`config.mk`:
```
export PLATFORM = sky130hd
export DESIGN_NAME = uart_irq_ctrl
export DESIGN_NICKNAME = d
export VERILOG_FILES = /design/src/rtl/uart_irq_pkg.sv /design/src/rtl/uart_irq_trig.sv /design/src/rtl/uart_irq_src.sv /design/src/rtl/uart_irq_gate.sv /design/src/rtl/uart_irq_ctrl.sv
export SDC_FILE = /design/constraint.sdc
export NUM_CORES = 1
export LEC_CHECK = 0
export ABC_AREA = 0
export BUFFER_PORTS_ARGS = -buffer_cell sky130_fd_sc_hd__buf_2
export CAP_MARGIN = 15
export CORE_AREA = 2 2 39 41
export DETAILED_ROUTE_END_ITERATION = 6
export DIE_AREA = 0 0 41 43
export PLACE_DENSITY_LB_ADDON = 0.12
export SLEW_MARGIN = 5
export SYNTH_ARGS = -nofsm -noshare
export SYNTH_HDL_FRONTEND = slang
export SYNTH_SLANG_ARGS = --single-unit
export TNS_END_PERCENT = 5
```
`constraint.sdc`:
```
create_clock -name clk -period 1.66 [get_ports clk]
set_input_delay 0.166 -clock clk [delete_from_list [all_inputs] [get_ports clk]]
set_output_delay 0.166 -clock clk [all_outputs]
set_load 0.005 [all_outputs]
```
`src/rtl/uart_irq_pkg.sv`:
```
package uart_irq_pkg;
  localparam int NSRC   = 4;
  localparam int SRC_RX  = 0;
  localparam int SRC_ERR = 1;
  localparam int SRC_TX  = 2;
  localparam int SRC_MDM = 3;
  localparam int TRIG_W = 3;
  typedef logic [NSRC-1:0] src_vec_t;
endpackage

```
`src/rtl/uart_irq_trig.sv`:
```
module uart_irq_trig #(
  parameter int DEPTH = 64,
  parameter int CNT_W = $clog2(DEPTH) + 1
) (
  input  logic                             fifo_en,
  input  logic [uart_irq_pkg::TRIG_W-1:0]  field,
  input  logic [CNT_W-1:0]                 count,
  output logic                             hit
);
  localparam int SHIFT = (DEPTH >= 8) ? $clog2(DEPTH) - 3 : 0;
  logic [CNT_W+2:0] level;

  generate
    if (DEPTH >= 8) begin : g_scaled
      always_comb level = (CNT_W+3)'(field) << SHIFT;
    end else begin : g_unscaled
      always_comb level = (CNT_W+3)'(field);
    end
  endgenerate

  always_comb hit = fifo_en && ((CNT_W+3)'(count) <= level);
endmodule

```
`src/rtl/uart_irq_src.sv`:
```
module uart_irq_src #(
  parameter int N = 4
) (
  input  logic         clk,
  input  logic         rst_n,
  input  logic [N-1:0] set_v,
  input  logic [N-1:0] clr_v,
  output logic [N-1:0] q
);
  logic [N-1:0] q_nx;

  always_comb begin
    q_nx = (q & ~clr_v) | set_v;
  end

  always_ff @(posedge clk or negedge rst_n) begin
    if (!rst_n) q <= '0;
    else        q <= q_nx;
  end

  genvar gi;
  generate
    for (gi = 0; gi < N; gi++) begin : g_chk
      // a set bit is present after the edge, whatever the clear did
      a_r10_set_wins: assert property (@(posedge clk) disable iff (!rst_n)
        set_v[gi] |=> q[gi]);
      // a clear without a set empties the bit
      a_r4_clear_takes: assert property (@(posedge clk) disable iff (!rst_n)
        (clr_v[gi] && !set_v[gi]) |=> !q[gi]);
      // sticky without a clear
      a_r2_sticky: assert property (@(posedge clk) disable iff (!rst_n)
        (q[gi] && !clr_v[gi]) |=> q[gi]);
    end
  endgenerate
endmodule

```
`src/rtl/uart_irq_gate.sv`:
```
module uart_irq_gate #(
  parameter int N = 4
) (
  input  logic         clk,
  input  logic         rst_n,
  input  logic         wr_mask,
  input  logic [N-1:0] wr_data,
  input  logic [N-1:0] src,
  output logic [N-1:0] mask,
  output logic [N-1:0] pend,
  output logic         irq
);
  logic [N-1:0] mask_nx;

  always_comb begin
    mask_nx = mask;
    if (wr_mask) mask_nx = wr_data;
  end

  always_ff @(posedge clk or negedge rst_n) begin
    if (!rst_n) mask <= '0;
    else        mask <= mask_nx;
  end

  always_comb begin
    pend = src & ~mask;
    irq  = |pend;
  end

  a_r6_mask_load: assert property (@(posedge clk) disable iff (!rst_n)
    wr_mask |=> (mask == $past(wr_data)));
  a_r3_irq_needs_src: assert property (@(posedge clk) disable iff (!rst_n)
    irq |-> (src != '0));
  a_r3_full_mask_quiet: assert property (@(posedge clk) disable iff (!rst_n)
    (&mask) |-> !irq);
endmodule

```
`src/rtl/uart_irq_ctrl.sv`:
```
module uart_irq_ctrl #(
  parameter int DEPTH = 64,
  parameter int CNT_W = $clog2(DEPTH) + 1
) (
  input  logic             clk,
  input  logic             rst_n,
  input  logic             ev_rx,
  input  logic             ev_err,
  input  logic             ev_txw,
  input  logic             ev_modem,
  input  logic             fifo_en,
  input  logic [2:0]       tx_trig,
  input  logic [CNT_W-1:0] tx_count,
  input  logic             wr_src,
  input  logic             wr_pend,
  input  logic             wr_mask,
  input  logic [3:0]       wr_data,
  output logic [3:0]       src_q,
  output logic [3:0]       pend_q,
  output logic [3:0]       mask_q,
  output logic             irq
);
  import uart_irq_pkg::*;

  logic     tx_hit;
  src_vec_t set_v;
  src_vec_t clr_v;

  uart_irq_trig #(.DEPTH(DEPTH), .CNT_W(CNT_W)) u_trig (
    .fifo_en (fifo_en),
    .field   (tx_trig),
    .count   (tx_count),
    .hit     (tx_hit)
  );

  always_comb begin
    set_v          = '0;
    set_v[SRC_RX]  = ev_rx;
    set_v[SRC_ERR] = ev_err;
    set_v[SRC_TX]  = ev_txw | tx_hit;
    set_v[SRC_MDM] = ev_modem;
    clr_v = '0;
    if (wr_src)  clr_v = clr_v | wr_data;
    if (wr_pend) clr_v = clr_v | wr_data;
  end

  uart_irq_src #(.N(NSRC)) u_src (
    .clk   (clk),
    .rst_n (rst_n),
    .set_v (set_v),
    .clr_v (clr_v),
    .q     (src_q)
  );

  uart_irq_gate #(.N(NSRC)) u_gate (
    .clk     (clk),
    .rst_n   (rst_n),
    .wr_mask (wr_mask),
    .wr_data (wr_data),
    .src     (src_q),
    .mask    (mask_q),
    .pend    (pend_q),
    .irq     (irq)
  );

  // a trigger hit re-arms the transmit source on the next edge
  a_r7_tx_refill: assert property (@(posedge clk) disable iff (!rst_n)
    tx_hit |=> src_q[SRC_TX]);
  // no trigger hit while the FIFO is off
  a_r8_fifo_off: assert property (@(posedge clk) disable iff (!rst_n)
    !fifo_en |-> !tx_hit);
endmodule

```
# --- After elaboration in Yosys (flattened, before gate mapping) ---
# Index checks and enable logic that the tools add are counted.
totals:
  latchBits: 0
  ram_bits: 0
  word_cells: 14
  mem_bits_ro: 0
  out_inout_bits: 13
  mem_count: 0
  input_bits: 24
  regBits: 8
classes:
  n_eq_ne: 0
  n_reduce_logical: 2
  n_lt_le_gt_ge: 1
  bitwise_logic: 7
  n_mul: 0
  n_shift: 0
  div: 0
  n_mux: 2
  add_sub_neg: 0
op_table:
  columns: ["cell", "count"]
  rows:
  - ["bitwise AND 4 bit", 2]
  - ["two-way mux 4 bit", 2]
  - ["inverter 4 bit", 2]
  - ["bitwise OR 4 bit", 2]
  - ["less-or-equal comparator 7 x 6 -> 1 bit", 1]
  - ["OR reduction 4 bit", 1]
  - ["logical AND 1 bit", 1]
  - ["bitwise OR 1 bit", 1]

# --- Logic depth before layout (Yosys ltp) ---
depth:
  depth_word: 6
  ltp_mapped: 5
  ltp_nobuf: 5

# --- Cells and area by module ---
# Synthesis repeated with hierarchy kept, for this count alone.
hier_totals:
  cells_unflattened: 43
  hier_area_um2: 457.9
by_module_without_submodules:
  columns: ["mod", "n_inst", "seq_area_each_um2", "cells_per_inst", "area_per_inst_um2"]
  rows:
  - ["uart_irq_gate", 1, 100.1, 13, 185.2]
  - ["uart_irq_src", 1, 100.1, 12, 145.1]
  - ["uart_irq_trig", 1, 0.0, 13, 91.3]
  - ["uart_irq_ctrl", 1, 0.0, 5, 36.3]

# --- Least setup slack after synthesis ---
# No wires, ideal clock.
synth_path:
  path_type: "reg-to-output"
  startpoint: "reg u_src.q[1]"
  endpoint: "out irq"
  slack_ns: 0.457
  t_required_ns: 1.494
  stages_incl_launch_ff: 3
  n_path_buf: 0
  arrival_ns: 1.037
  path_cell_list: "dfrtp_1 > nor2b_4 > or4_4"
synth_via:
  elab_chain_len: 2
synth_lines:
  columns: ["item", "line_no", "text"]
  rows:
  - ["from (decl)", "uart_irq_src.sv:8", "output logic [N-1:0] q"]
  - ["from (signal assigned)", "uart_irq_src.sv:18", "else q <= q_nx;"]
  - ["bitwise AND 4 bit", "uart_irq_gate.sv:26", "pend = src & ~mask;"]
  - ["net pend_q[1]", "uart_irq_ctrl.sv:19", "output logic [3:0] pend_q,"]
  - ["OR reduction 4 bit", "uart_irq_gate.sv:27", "irq = |pend;"]
  - ["to (decl)", "uart_irq_ctrl.sv:21", "output logic irq"]
# The timed path passes the listed nets, and every way through them passes these cells.

# --- Worst setup path in the final report ---
layout_path:
  startpoint: "reg u_src.q[1]"
  endpoint: "out irq"
layout_via:
  elab_chain_len: 2
layout_lines:
  columns: ["item", "line_no"]
  rows:
  - ["bitwise AND 4 bit", "uart_irq_gate.sv:26"]
  - ["OR reduction 4 bit", "uart_irq_gate.sv:27"]
# Every way passes these cells.

==> results.json <==
{
  "clkSlewWorstSetupHoldPaths_ns": 0.05,
  "crit_type": "flip-flop to output pin",
  "grtUsageTotal_pct": 12.5,
  "required_ns": 1.49,
  "synth_edf_count": 0,
  "die_x_um": 41,
  "clock_skew_ns": 0,
  "dpl.cell_count": 90,
  "rows": 14,
  "routed_wl_um": 982,
  "syn_to_final_growth_pct": 52.7,
  "rsz0062_at_grt": "false",
  "crit_path_max_incr_delay_ns": 0.51,
  "met1_usage_pct": 13.6,
  "syn_inst": 38,
  "cp_max_fo": 3,
  "tightest_slew_ns": 0.283,
  "clock_path_buffers": 2,
  "ys_top_cells_by_area": "dfrtp_1 45%, mux2_2 10%, ha_1 8.5%, nor2b_4 6.2%, o21ai_0 5.7%",
  "diodes": 0,
  "critPathSlowestCell": "or4_4",
  "die_area_mm2": 0.00176,
  "synth_seq_area_share_pct": 45.3,
  "synthArstFlopShare_pct": 100,
  "drv_cap": 0,
  "grtUsageMet2_pct": 20.9,
  "drc": 0,
  "grt_first_pass_wirelength_um": 1510,
  "rrSetupSlack_ns": 0.79,
  "slew_viol_final": 0,
  "synth_seq_cells": 8,
  "syn_nets": 65,
  "final_cell_mix": "36 x buf_2, 8 x dfrtp_1, 5 x o21ai_0, 4 x mux2_2",
  "grt_pass1_vias": 428,
  "clk_latency_ns": 0.24,
  "busiest_layer": "met2",
  "post-route-min-period_ns": 1.57,
  "peakVddDrop_mv": 0.325,
  "syn_area_um2": 442,
  "nNetsFinal": 107,
  "fmax_mhz": 637,
  "numCtsBuffers": 3,
  "synth_top_area_share_pct": 45.3,
  "cts_tree": "done",
  "place_worst_setup_slack_ns": 0.336,
  "coreArea_mm2": 0.00138,
  "drive_gt1_share_pct": 60.3,
  "worstPathCellList": "nor2b_4 -> or4_4 -> buf_2",
  "clockRootBuffer": "clkbuf_4",
  "vias_per_cell": 4.76,
  "post_drt_wl_per_cell_um": 10.4,
  "powerDensity_mw_per_mm2": 726,
  "use_met3_pct": 3.14,
  "leakage_uw": 0.000361,
  "drtPass1Iterations": 3,
  "start_kind": "flip-flop",
  "cts_resized": 0,
  "yosysWarningCount": 0,
  "hp-class": "input pin to flip-flop",
  "relSlewSlack_pct": 80.9,
  "yosysTopAreaCell": "dfrtp_1",
  "htree_levels": 1,
  "hold_viol": 0,
  "fin_crit_sh_pct": 94.6,
  "drtIter0Drc": 1,
  "place.gp.congestion": 0.599,
  "setup_ws_ns": 0.0892,
  "hold_slack_ns": 0.102,
  "finalSetupTns_ns": 0,
  "post_cts_buffers": 0,
  "yosys_most_used_dff": "dfrtp_1",
  "status": "finished clean",
  "ant_nets": 0,
  "grt_max_degree": 9,
  "mostFrequentLayoutCell": "buf_2",
  "dr_total_vias": 447,
  "fillers": 135,
  "portBuffers": 36,
  "setup_viol": 0,
  "dp_hpwl_um": 892,
  "start_util_pct": 31.9,
  "fp.dieH_um": 43,
  "syn_area_per_cell_um2": 11.6,
  "gr-total-overflow": 0,
  "critical_path_arrival_ns": 1.40,
  "cp_top_family": "simple AND/OR/NAND/NOR gates",
  "hold_buffers": 1,
  "grt_antenna_before_repair": 0,
  "stdcell_count": 94,
  "cts_num_sinks": 8,
  "end_kind": "output pin",
  "critPathBufInv": 1,
  "ys_types": 17,
  "io_pins": 37
}
[flip-flops by register name, indices dropped and copies added (netlist names)]
signal	flops
u_src.q	4
u_gate.mask	4
[layout make-up]
class                      instances  area, µm²  area share [%]
inverter                           3       11.3            1.67
sequential                         8        200            29.7
clock buffer                       3       22.5            3.34
multi-input combinational         27        230            34.1
timing repair buffer              37        190            28.2
tap                               16       20.0            2.97
[stage by stage]
step / cell area (µm²) / total power [µW] / utilization, %
final: 674 / 489 / 48.7
after global routing: 674 / 530 / 48.7
after CTS: 674 / 498 / 48.7
after detailed placement: 642 / 357 / 46.4
after global placement: 642 / 355 / 46.4
after floorplan: 442 / 284 / -
[final timing paths]
path	startpoint	end	depth (start not counted)
min in group asynchronous	rst_n	u_gate.mask[0]	2
max in group asynchronous	rst_n	u_gate.mask[1]	2
setup reg to reg	u_src.q[2]	u_src.q[2]	2
hold reg to reg	u_src.q[3]	u_src.q[3]	1
setup / recovery	u_src.q[1]	irq	3
hold / removal	ev_modem	u_src.q[3]	2
[worst register-to-register path, delay by kind of cell (launching register included)]
kind,cells,cell delay [ns]
AO/OA/AOI/OAI,2,0.36
flip-flops,1,0.40
[routing by layer]
layer	up-vias	wire [µm]	share of wire, %
met1	198	395	40
met2	26	462	47
li1	221	-	-
met4	0	4	0.41
met3	2	120	12
met5	-	0	0
[cells by family (layout without fill, tap and decap cells)]
| logic type | Yosys count | after routing | share of synthesized area, % |
|---|---|---|---|
| adders and majority gates | 3 | 3 | 8.50 |
| and+or+nand+nor | 9 | 9 | 18.1 |
| DFF | 8 | 8 | 45.3 |
| muxes | 4 | 4 | 10.2 |
| AOI/OAI and AO/OA | 11 | 11 | 15.3 |
| buffers and inverters | 3 | 43 | 2.55 |
[cells in the mapped netlist (2+ instances only)]
cell     number
o21ai_0       5
inv_1         3
mux2_2        4
ha_1          3
nor2b_1       2
dfrtp_1       8
nor2b_4       2
a21o_1        2
[power breakdown]
group | total (µW) | internal (µW) | leakage [µW] | switching (µW)
clock | 137 | 82.0 | 0.0000138 | 54.9
sequential | 228 | 213 | 0.0000882 | 15.0
combinational | 125 | 76.0 | 0.000259 | 48.6
total | 489 | 371 | 0.000361 | 119
No activity file was read; power rests on OpenSTA's default activity.
